[src/rtl/simt_rstk_pkg.sv]
package simt_rstk_pkg;
  typedef enum logic [2:0] {
    OP_IDLE,
    OP_START,
    OP_REPLACE,
    OP_PUSH,
    OP_POP,
    OP_PCWR,
    OP_RECONV
  } rstk_op_e;
endpackage

[src/rtl/simt_rstk_ctrl.sv]
module simt_rstk_ctrl
  import simt_rstk_pkg::*;
#(
  parameter int DEPTH = 16,
  parameter int PC_W  = 32,
  localparam int DW = $clog2(DEPTH + 1),
  localparam int IW = $clog2(DEPTH)
) (
  input  logic            clk_i,
  input  logic            rst_ni,
  input  logic            start_i,
  input  logic            push_i,
  input  logic            pop_i,
  input  logic            pc_wr_i,
  input  logic [PC_W-1:0] pc_wr_data_i,
  input  logic [PC_W-1:0] top_rpc_i,
  output rstk_op_e        op_o,
  output logic            wr_en_o,
  output logic            wr_pc_only_o,
  output logic [IW-1:0]   wr_idx_o,
  output logic [IW-1:0]   top_idx_o,
  output logic [DW-1:0]   depth_o,
  output logic            ovf_o,
  output logic            udf_o
);
  logic [DW-1:0] depth_q, depth_d;
  logic          ovf_q, ovf_d, udf_q, udf_d;
  logic          full;
  rstk_op_e      op;

  assign full      = (depth_q == DW'(DEPTH));
  assign top_idx_o = (depth_q == '0) ? '0 : IW'(depth_q - 1'b1);

  always_comb begin
    op = OP_IDLE;
    if (start_i)                          op = OP_START;
    else if (push_i && pop_i && depth_q != '0) op = OP_REPLACE;
    else if (push_i)                      op = OP_PUSH;
    else if (pop_i)                       op = OP_POP;
    else if (pc_wr_i) begin
      if (depth_q > DW'(1) && pc_wr_data_i == top_rpc_i) op = OP_RECONV;
      else if (depth_q != '0)                            op = OP_PCWR;
    end
  end

  always_comb begin
    depth_d      = depth_q;
    ovf_d        = ovf_q;
    udf_d        = udf_q;
    wr_en_o      = 1'b0;
    wr_pc_only_o = 1'b0;
    wr_idx_o     = top_idx_o;
    unique case (op)
      OP_START: begin
        depth_d  = DW'(1);
        ovf_d    = 1'b0;
        udf_d    = 1'b0;
        wr_en_o  = 1'b1;
        wr_idx_o = '0;
      end
      OP_REPLACE: wr_en_o = 1'b1;
      OP_PUSH: begin
        if (full) ovf_d = 1'b1;
        else begin
          wr_en_o  = 1'b1;
          wr_idx_o = IW'(depth_q);
          depth_d  = depth_q + 1'b1;
        end
      end
      OP_POP: begin
        if (depth_q <= DW'(1)) udf_d = 1'b1;
        else                   depth_d = depth_q - 1'b1;
      end
      OP_RECONV: depth_d = depth_q - 1'b1;
      OP_PCWR: begin
        wr_en_o      = 1'b1;
        wr_pc_only_o = 1'b1;
      end
      default: ;
    endcase
  end

  always_ff @(posedge clk_i or negedge rst_ni) begin
    if (!rst_ni) begin
      depth_q <= '0;
      ovf_q   <= 1'b0;
      udf_q   <= 1'b0;
    end else begin
      depth_q <= depth_d;
      ovf_q   <= ovf_d;
      udf_q   <= udf_d;
    end
  end

  assign op_o    = op;
  assign depth_o = depth_q;
  assign ovf_o   = ovf_q;
  assign udf_o   = udf_q;
endmodule

[src/rtl/simt_rstk_store.sv]
module simt_rstk_store #(
  parameter int DEPTH = 16,
  parameter int PC_W  = 32,
  parameter int LANES = 64,
  localparam int IW = $clog2(DEPTH)
) (
  input  logic             clk_i,
  input  logic             rst_ni,
  input  logic             wr_en_i,
  input  logic             wr_pc_only_i,
  input  logic [IW-1:0]    wr_idx_i,
  input  logic [PC_W-1:0]  wr_pc_i,
  input  logic [PC_W-1:0]  wr_rpc_i,
  input  logic [LANES-1:0] wr_mask_i,
  input  logic [IW-1:0]    rd_idx_i,
  output logic [PC_W-1:0]  rd_pc_o,
  output logic [PC_W-1:0]  rd_rpc_o,
  output logic [LANES-1:0] rd_mask_o
);
  logic [PC_W-1:0]  pc_q   [DEPTH];
  logic [PC_W-1:0]  rpc_q  [DEPTH];
  logic [LANES-1:0] mask_q [DEPTH];

  always_ff @(posedge clk_i or negedge rst_ni) begin
    if (!rst_ni) begin
      for (int i = 0; i < DEPTH; i++) begin
        pc_q[i]   <= '0;
        rpc_q[i]  <= '0;
        mask_q[i] <= '0;
      end
    end else if (wr_en_i) begin
      for (int i = 0; i < DEPTH; i++) begin
        if (wr_idx_i == IW'(i)) begin
          pc_q[i] <= wr_pc_i;
          if (!wr_pc_only_i) begin
            rpc_q[i]  <= wr_rpc_i;
            mask_q[i] <= wr_mask_i;
          end
        end
      end
    end
  end

  assign rd_pc_o   = pc_q[rd_idx_i];
  assign rd_rpc_o  = rpc_q[rd_idx_i];
  assign rd_mask_o = mask_q[rd_idx_i];
endmodule

[src/rtl/simt_rstk_view.sv]
module simt_rstk_view #(
  parameter int PC_W  = 32,
  parameter int LANES = 64,
  localparam int LW = $clog2(LANES)
) (
  input  logic             clk_i,
  input  logic             rst_ni,
  input  logic             start_i,
  input  logic [LANES-1:0] launch_mask_i,
  input  logic             empty_i,
  input  logic [PC_W-1:0]  top_pc_i,
  input  logic [PC_W-1:0]  top_rpc_i,
  input  logic [LANES-1:0] top_mask_i,
  input  logic [LW-1:0]    lane_sel_i,
  output logic [PC_W-1:0]  pc_o,
  output logic [PC_W-1:0]  rpc_o,
  output logic [LANES-1:0] mask_o,
  output logic [LANES-1:0] pred_o,
  output logic             lane_o
);
  logic [LANES-1:0] launch_q;

  always_ff @(posedge clk_i or negedge rst_ni) begin
    if (!rst_ni)      launch_q <= '0;
    else if (start_i) launch_q <= launch_mask_i;
  end

  assign pc_o   = empty_i ? '0 : top_pc_i;
  assign rpc_o  = empty_i ? '0 : top_rpc_i;
  assign mask_o = empty_i ? '0 : top_mask_i;
  assign pred_o = mask_o & launch_q;
  assign lane_o = mask_o[lane_sel_i];
endmodule

[src/rtl/simt_reconv_stack.sv]
module simt_reconv_stack
  import simt_rstk_pkg::*;
#(
  parameter int DEPTH = 16,
  parameter int PC_W  = 32,
  parameter int LANES = 64,
  localparam int DW = $clog2(DEPTH + 1),
  localparam int IW = $clog2(DEPTH),
  localparam int LW = $clog2(LANES)
) (
  input  logic             clk_i,
  input  logic             rst_ni,
  input  logic             start_i,
  input  logic [PC_W-1:0]  start_pc_i,
  input  logic [LANES-1:0] launch_mask_i,
  input  logic             push_i,
  input  logic [PC_W-1:0]  push_pc_i,
  input  logic [PC_W-1:0]  push_rpc_i,
  input  logic [LANES-1:0] push_mask_i,
  input  logic             pop_i,
  input  logic             pc_wr_i,
  input  logic [PC_W-1:0]  pc_wr_data_i,
  input  logic [LW-1:0]    lane_sel_i,
  output logic [PC_W-1:0]  pc_o,
  output logic [PC_W-1:0]  rpc_o,
  output logic [LANES-1:0] exec_mask_o,
  output logic [LANES-1:0] pred_o,
  output logic             lane_active_o,
  output logic [DW-1:0]    depth_o,
  output logic             empty_o,
  output logic             overflow_o,
  output logic             underflow_o
);
  rstk_op_e         op;
  logic             wr_en, wr_pc_only;
  logic [IW-1:0]    wr_idx, top_idx;
  logic [PC_W-1:0]  wr_pc, wr_rpc, top_pc, top_rpc;
  logic [LANES-1:0] wr_mask, top_mask;

  simt_rstk_ctrl #(.DEPTH(DEPTH), .PC_W(PC_W)) u_ctrl (
    .clk_i, .rst_ni, .start_i, .push_i, .pop_i, .pc_wr_i, .pc_wr_data_i,
    .top_rpc_i(top_rpc), .op_o(op), .wr_en_o(wr_en), .wr_pc_only_o(wr_pc_only),
    .wr_idx_o(wr_idx), .top_idx_o(top_idx), .depth_o, .ovf_o(overflow_o),
    .udf_o(underflow_o)
  );

  always_comb begin
    wr_pc   = push_pc_i;
    wr_rpc  = push_rpc_i;
    wr_mask = push_mask_i;
    if (op == OP_START) begin
      wr_pc   = start_pc_i;
      wr_rpc  = '1;  // base entry never reconverges
      wr_mask = launch_mask_i;
    end else if (op == OP_PCWR) begin
      wr_pc = pc_wr_data_i;
    end
  end

  simt_rstk_store #(.DEPTH(DEPTH), .PC_W(PC_W), .LANES(LANES)) u_store (
    .clk_i, .rst_ni, .wr_en_i(wr_en), .wr_pc_only_i(wr_pc_only),
    .wr_idx_i(wr_idx), .wr_pc_i(wr_pc), .wr_rpc_i(wr_rpc), .wr_mask_i(wr_mask),
    .rd_idx_i(top_idx), .rd_pc_o(top_pc), .rd_rpc_o(top_rpc), .rd_mask_o(top_mask)
  );

  assign empty_o = (depth_o == '0);

  simt_rstk_view #(.PC_W(PC_W), .LANES(LANES)) u_view (
    .clk_i, .rst_ni, .start_i, .launch_mask_i, .empty_i(empty_o),
    .top_pc_i(top_pc), .top_rpc_i(top_rpc), .top_mask_i(top_mask),
    .lane_sel_i, .pc_o, .rpc_o, .mask_o(exec_mask_o), .pred_o,
    .lane_o(lane_active_o)
  );
endmodule

[config.mk]
export PLATFORM = sky130hd
export DESIGN_NAME = simt_reconv_stack
export DESIGN_NICKNAME = d
export VERILOG_FILES = /design/src/rtl/simt_rstk_pkg.sv /design/src/rtl/simt_rstk_ctrl.sv /design/src/rtl/simt_rstk_store.sv /design/src/rtl/simt_rstk_view.sv /design/src/rtl/simt_reconv_stack.sv
export SDC_FILE = /design/constraint.sdc
export NUM_CORES = 2
export LEC_CHECK = 0
export CAP_MARGIN = 20
export CORE_MARGIN = 2
export CORE_UTILIZATION = 30
export CTS_CLUSTER_SIZE = 40
export DETAILED_ROUTE_END_ITERATION = 7
export DONT_BUFFER_PORTS = 1
export SYNTH_ARGS = -nofsm -noshare
export SYNTH_HDL_FRONTEND = slang
export SYNTH_SLANG_ARGS = --single-unit
[constraint.sdc]
create_clock -name clk_i -period 15.62 [get_ports clk_i]
set_clock_uncertainty 0.05 [all_clocks]
set_input_delay 1.562 -clock clk_i [delete_from_list [all_inputs] [get_ports clk_i]]
set_output_delay 1.562 -clock clk_i [all_outputs]
set_load 0.05 [all_outputs]
**Word-level counts from Yosys, hierarchy flattened**

Index checks and enable logic that the tools add are counted.

- Add/subtract/negate cells: 2
- Magnitude comparators: 4
- Equality and inequality tests: 27
- Muxes and demuxes: 38
- Bitwise operators: 3
- Reduce and logical (&&, ||, !) cells: 45

Operators by type and width:

| cell | number |
|---|---|
| two-way mux 32 bit | 9 |
| binary-select mux 32 bit (select 4 bit) | 2 |
| binary-select mux 64 bit (select 4 bit) | 1 |
| two-way mux 64 bit | 4 |
| AND 64 bit | 1 |
| AND reduction 3 bit | 17 |
| AND reduction 2 bit | 18 |
| == test 32 bit | 1 |
| == test 4 bit (second input constant) | 8 |
| two-way mux 3 bit | 7 |
| case mux 5 bit (4 select lines) | 1 |
| == test 4 x 3 -> 1 bit (second input constant) | 4 |
| two-way mux 5 bit | 2 |
| == test 3 bit (second input constant) | 3 |
| == test 4 x 2 -> 1 bit (second input constant) | 2 |
| two-way mux 4 bit | 2 |
| case mux 4 bit (2 select lines) | 1 |
| less-than comparator 6 x 7 -> 1 bit (second input constant) | 1 |
| binary-select mux 1 bit (select 6 bit) | 1 |
| == test 3 x 2 -> 1 bit (second input constant) | 2 |
| case mux 1 bit (2 select lines) | 3 |
| adder 5 x 1 -> 5 bit (second input constant) | 1 |
| == test 5 bit (second input constant) | 1 |
| >= comparator 5 bit (second input constant) | 1 |
| 17 further kinds | 26 |

- Register bits after elaboration: 2119
- Input port bits: 268
- Output and inout bits: 201
- Word-level logic and storage cells: 171

**Logic depth before layout (Yosys ltp)**

- Depth in word-level cells: 18
- Gate-level depth with buffers: 32
- Gate-level depth less buffers: 15

**Cells and area by module**

From an unflattened synthesis, not the netlist that was laid out.

- Cells, all modules: 6235
- Area total of the unflattened synthesis: 99023.7 µm²

By module, submodules not included:

| module | times used | cells an instance | area an instance (µm²) | seq. area each (µm²) |
|---|---|---|---|---|
| simt_rstk_store | 1 | 5473 | 91664.2 | 51249.2 |
| simt_rstk_view | 1 | 396 | 4250.3 | 1601.5 |
| simt_reconv_stack | 1 | 182 | 1775.5 | 0.0 |
| simt_rstk_ctrl | 1 | 184 | 1333.8 | 175.2 |

**Worst setup path after synthesis**

OpenSTA, ideal clock, no wires.

- Path type: register -> output
- Start point: register u_ctrl.depth_q[0], in the netlist u_ctrl.depth_o[0]
- End point: output port lane_active_o
- Arrival: 8.184 ns
- Required time: 14.008 ns
- Slack: 5.824 ns
- Cell stages (with the launch flop): 30
- Path buffers: 16
- Cell sequence: dfrtp_1 inv_1 buf_2 buf_2 buf_2 buf_2 buf_2 buf_2 buf_1 clkbuf_1 clkbuf_1 ha_1 xor2_1 clkbuf_1 buf_2 buf_2 buf_1 clkbuf_1 clkbuf_1 clkbuf_1 nand2_1 nand3_1 nand3_1 a31oi_1 nand2_1 inv_1 a21oi_1 o22ai_1 nor4_1 nor4_1

- Longest elaborated chain between the ends: 9
- Elaborated cells between the ends (all ways): 10
- Classes of those cells: 1 x add/sub; 7 x mux; 1 x bitwise; 1 x reduce/logical

RTL lines:

| element | line | text |
|---|---|---|
| start: declaration | simt_rstk_ctrl.sv:26 | `logic [DW-1:0] depth_q, depth_d;` |
| start signal: assignment | simt_rstk_ctrl.sv:89 | `depth_q <= depth_d;` |
| subtractor 5 x 1 -> 5 bit or logical NOT 5 bit (tied branches) | simt_rstk_ctrl.sv:32, simt_reconv_stack.sv:66 |  |
| two-way mux 4 bit | simt_rstk_ctrl.sv:32 | `assign top_idx_o = (depth_q == '0) ? '0 : IW'(depth_q - 1'b1);` |
| inverter 4 -> 5 bit (implied by the code) | simt_rstk_store.sv:46 | `assign rd_mask_o = mask_q[rd_idx_i];` |
| binary-select mux 64 bit (select 4 bit) | simt_rstk_store.sv:46 |  |
| two-way mux 64 bit (implied by the code) (2 in series) | simt_rstk_store.sv:46 |  |
| two-way mux 64 bit (*) | simt_rstk_view.sv:30 | `assign mask_o = empty_i ? '0 : top_mask_i;` |
| named net exec_mask_o[15] | simt_reconv_stack.sv:26 | `output logic [LANES-1:0] exec_mask_o,` |
| binary-select mux 1 bit (select 6 bit) (*) | simt_rstk_view.sv:32 | `assign lane_o = mask_o[lane_sel_i];` |
| two-way mux 1 bit (implied by the code) (*) | simt_rstk_view.sv:32 |  |
| end: declaration | simt_reconv_stack.sv:28 | `output logic lane_active_o,` |

Mark *: on every way through the listed nets, which the timed path passes. The rest lies on a longest branch. The select of a mux whose other input is x is not followed.

**Worst setup path in the final report**

Ends and elaborated chain as after synthesis.

==> results.cfg <==
[grt]
antenna_found_initial = 16
groute.usage.overall = 0.202
grt_pass1_vias = 75900
grt-ovfl-total = 0
global_route_wire_length_before_repair_um = 520000
grt_start_max_net_pins = 305

[yosys]
ys.warnings.count = 0
yosys.area_share.adder = 0.000500
synth_mux_area_frac = 0.104
asyncSetResetFlopFracSynth = 1.00
netlist-cell-type-count = 84
sequential_to_total_area_share_from_yosys_stat = 0.530
synth_simple_gate_area_share = 0.134
synth_compound_gate_area_share = 0.167
synth_xor_xnor_area_share = 0.00192
synth_area_sq_um = 100000
synth_nets = 10900
synth_top_family_by_area = compound AO/OA/AOI/OAI gates
postSynth.topFlopCell = sky130_fd_sc_hd__dfrtp_1
number_of_register_bits_inferred_by_synthesis = 2119
synth_area_per_cell_sq_um = 9.44
synth_enable_flop_cells = 0
syn_inst = 10600

[die]
boundaryPins = 469
die_w_um = 582
die_height_um = 582
fp-row-count = 212
start_util = 0.301
std_cell_core_area_sq_um = 333000
design.die.area_sq_um = 338000

[drt]
dr.first_iter.drc_count = 7687
routed_via_density = 5.32
dr.pass1.iters = 8
postRouteWirelength_um = 351000
detailroute.via_count = 78200
routedWlPerCell_um = 23.9
drt_drc_violations_left = 12
ant_nets = 0

[cells_and_area]
finalInstanceArea_sq_um = 113000
multi_input_area_sq_um = 41400
area_growth_pct = 12.4
mostFrequentLayoutCells = 2117 x sky130_fd_sc_hd__dfrtp_1, 1912 x sky130_fd_sc_hd__nand2_1, 1337 x sky130_fd_sc_hd__o21ai_0
layout.cells.most_common = sky130_fd_sc_hd__dfrtp_1
finalNonFillerCells = 14700
post_route_cells_drive_above_1_share = 0.0957
nNetsFinal = 10400
seqCellArea_sq_um = 53000
fillers = 34000

[placement]
routabilityCongestion = 0.824
placed_cell_area_sq_um = 104000
hpwl_um = 203000
numPlacedInstances = 14200
io_buffer_count = 0

[clocking]
htreeDepth = 4
postCtsHoldBufs = 0
cts_buffer_depth = 4
clkSlewWorstSetupHoldPaths_ps = 70
cts_root_buf = sky130_fd_sc_hd__clkbuf_16
ctsResizeCount = 0
tritoncts.num_buffers = 240
number_of_clock_sinks = 2119
insertion_delay_ps = 930
cts_tree = done
post_cts_buffers = 0

[power]
leakagePower_nw = 50.8
ir_worst_vdd_uv = 178
pwr_density_nw_per_um2 = 220

[run]
drv.max_cap_violation_count = 0

[timing]
maxSlewHeadroom = 0.0408
rsz_0062_raised_after_global_routing = no
hold_viol_final = 0
report.final.setup_viol = 0
tightestPinTransition_ps = 1440
max_freq_mhz = 102
post-route-min-period_ps = 9780
post-route-period-util = 0.626
fin_tns_setup_ps = 0
drv_slew = 0

[worst_setup_path]
worst_setup_path_end_kind = primary output
critPathMaxFanout = 103
start_kind = flip-flop
timing.critical_path.arrival_ps = 8160
path_class = flip-flop to primary output
critPathRequiredTime_ps = 14010

[run_status]
outcome = complete, but fails checks
failed_checks = DRC

[min_path]
min-delay-path-class = primary input to asynchronous set/reset pin
==> layout make-up <==
| class | count | area share |
|---|---|---|
| clock buffer | 340 | 0.0621 |
| antenna | 10 | 0.000222 |
| inverter | 557 | 0.0188 |
| tap | 4387 | 0.0488 |
| timing repair buffer | 251 | 0.0204 |
| multi-input combinational | 6936 | 0.368 |
| clock inverter | 99 | 0.0106 |
| sequential | 2119 | 0.471 |
==> cells by family after synthesis <==
family | after synthesis
AO/OA/AOI/OAI | 2776
XOR/XNOR | 22
adder cells (fa/ha/maj) | 4
buffers and inverters | 1551
flip-flops | 2119
multiplexers | 887
AND/OR/NAND/NOR | 3247
==> path summary, 6_finish.rpt <==
kind / depth (start not counted) / slack (ps) / start / end
worst max-delay path: 18 / 5840 / u_ctrl.depth_o[0]$_DFFE_PN0P_ / lane_active_o
worst max register to register: 20 / 6810 / u_ctrl.depth_o[0]$_DFFE_PN0P_ / u_store.pc_q[357]$_DFFE_PN0P_
worst min register to register: 2 / 420 / u_store.rpc_q[147]$_DFFE_PN0P_ / u_store.rpc_q[147]$_DFFE_PN0P_
min in group clk_i: 2 / 420 / u_store.rpc_q[147]$_DFFE_PN0P_ / u_store.rpc_q[147]$_DFFE_PN0P_
worst min-delay path: 0 / 290 / rst_ni / u_view.launch_q[32]$_DFFE_PN0P_
max in group asynchronous: 6 / 10270 / rst_ni / u_store.rpc_q[13]$_DFFE_PN0P_
==> registers in the layout (all words and copies together) (netlist names) <==
register	count
u_ctrl.udf_o	1
u_ctrl.depth_o	5
u_view.launch_q	64
u_store.pc_q	512
u_ctrl.ovf_o	1
u_store.rpc_q	512
u_store.mask_q	1024
==> layer usage <==
layer  GRT usage  part of all wire
met5           0          0.000097
met4      0.0591             0.029
met3      0.0425             0.082
met2       0.316              0.45
met1       0.282              0.44
==> power by group <==
group	switching [mW]	internal, mW
logic	7.66	2.93
registers	0.917	7.30
clock network	2.44	3.46
total	11.0	13.7
==> critical path, cell delays in order, from the launching register on <==
cell                      delay (ps)
sky130_fd_sc_hd__dfrtp_4         630
sky130_fd_sc_hd__inv_8           480
sky130_fd_sc_hd__ha_2            440
sky130_fd_sc_hd__buf_4           440
sky130_fd_sc_hd__xnor2_2         180
sky130_fd_sc_hd__nor2_4          490
sky130_fd_sc_hd__buf_12          560
sky130_fd_sc_hd__buf_4           730
sky130_fd_sc_hd__mux4_2          400
sky130_fd_sc_hd__a211o_1         230
sky130_fd_sc_hd__a21oi_1         150
sky130_fd_sc_hd__a31oi_1          60
sky130_fd_sc_hd__nand2_1         140
sky130_fd_sc_hd__inv_1           320
sky130_fd_sc_hd__a21oi_1         350
sky130_fd_sc_hd__o22ai_1         250
sky130_fd_sc_hd__nor4_1          870
sky130_fd_sc_hd__nor4_2          160
sky130_fd_sc_hd__buf_6           210
==> synthesized netlist by cell type, types with 17 or more instances <==
cell type	number	share of area
sky130_fd_sc_hd__dfrtp_1	2119	0.53
sky130_fd_sc_hd__nand2_1	1927	0.072
sky130_fd_sc_hd__o21ai_0	1338	0.067
sky130_fd_sc_hd__clkbuf_1	683	0.026
sky130_fd_sc_hd__mux2i_1	672	0.067
sky130_fd_sc_hd__nor2_1	670	0.025
sky130_fd_sc_hd__a21oi_1	565	0.028
sky130_fd_sc_hd__inv_1	554	0.021
sky130_fd_sc_hd__nand3_1	245	0.012
sky130_fd_sc_hd__a221oi_1	192	0.017
sky130_fd_sc_hd__a211oi_1	137	0.010
sky130_fd_sc_hd__a311oi_1	136	0.012
sky130_fd_sc_hd__buf_2	136	0.0068
sky130_fd_sc_hd__o211ai_1	128	0.0096
sky130_fd_sc_hd__buf_1	125	0.0047
sky130_fd_sc_hd__nor3_1	108	0.0054
sky130_fd_sc_hd__mux4_2	106	0.024
sky130_fd_sc_hd__and3_1	87	0.0054
sky130_fd_sc_hd__mux2_2	79	0.0089
sky130_fd_sc_hd__and2_1	69	0.0043
sky130_fd_sc_hd__nand2b_1	47	0.0029
sky130_fd_sc_hd__o2bb2ai_1	45	0.0039
sky130_fd_sc_hd__a31oi_1	38	0.0024
sky130_fd_sc_hd__mux2_4	30	0.0045
sky130_fd_sc_hd__a211o_1	28	0.0024
sky130_fd_sc_hd__buf_4	28	0.0021
sky130_fd_sc_hd__buf_6	22	0.0025
sky130_fd_sc_hd__a221o_1	20	0.0020
sky130_fd_sc_hd__o22ai_1	20	0.0012
sky130_fd_sc_hd__a21boi_0	18	0.0013
sky130_fd_sc_hd__nor4_1	18	0.0011
sky130_fd_sc_hd__nor2b_1	17	0.0011
==> stage by stage <==
stage	util	setup WS [ps]	total power, mW	hold WS, ps
floorplan	-	5820	15.3	392
global placement	0.312	6270	18.6	404
detailed placement	0.313	6250	18.8	412
CTS	0.337	5190	24.7	208
global route	0.338	5570	26.0	246
finish	0.338	5840	24.7	295
No activity file was read; power rests on OpenSTA's default activity.
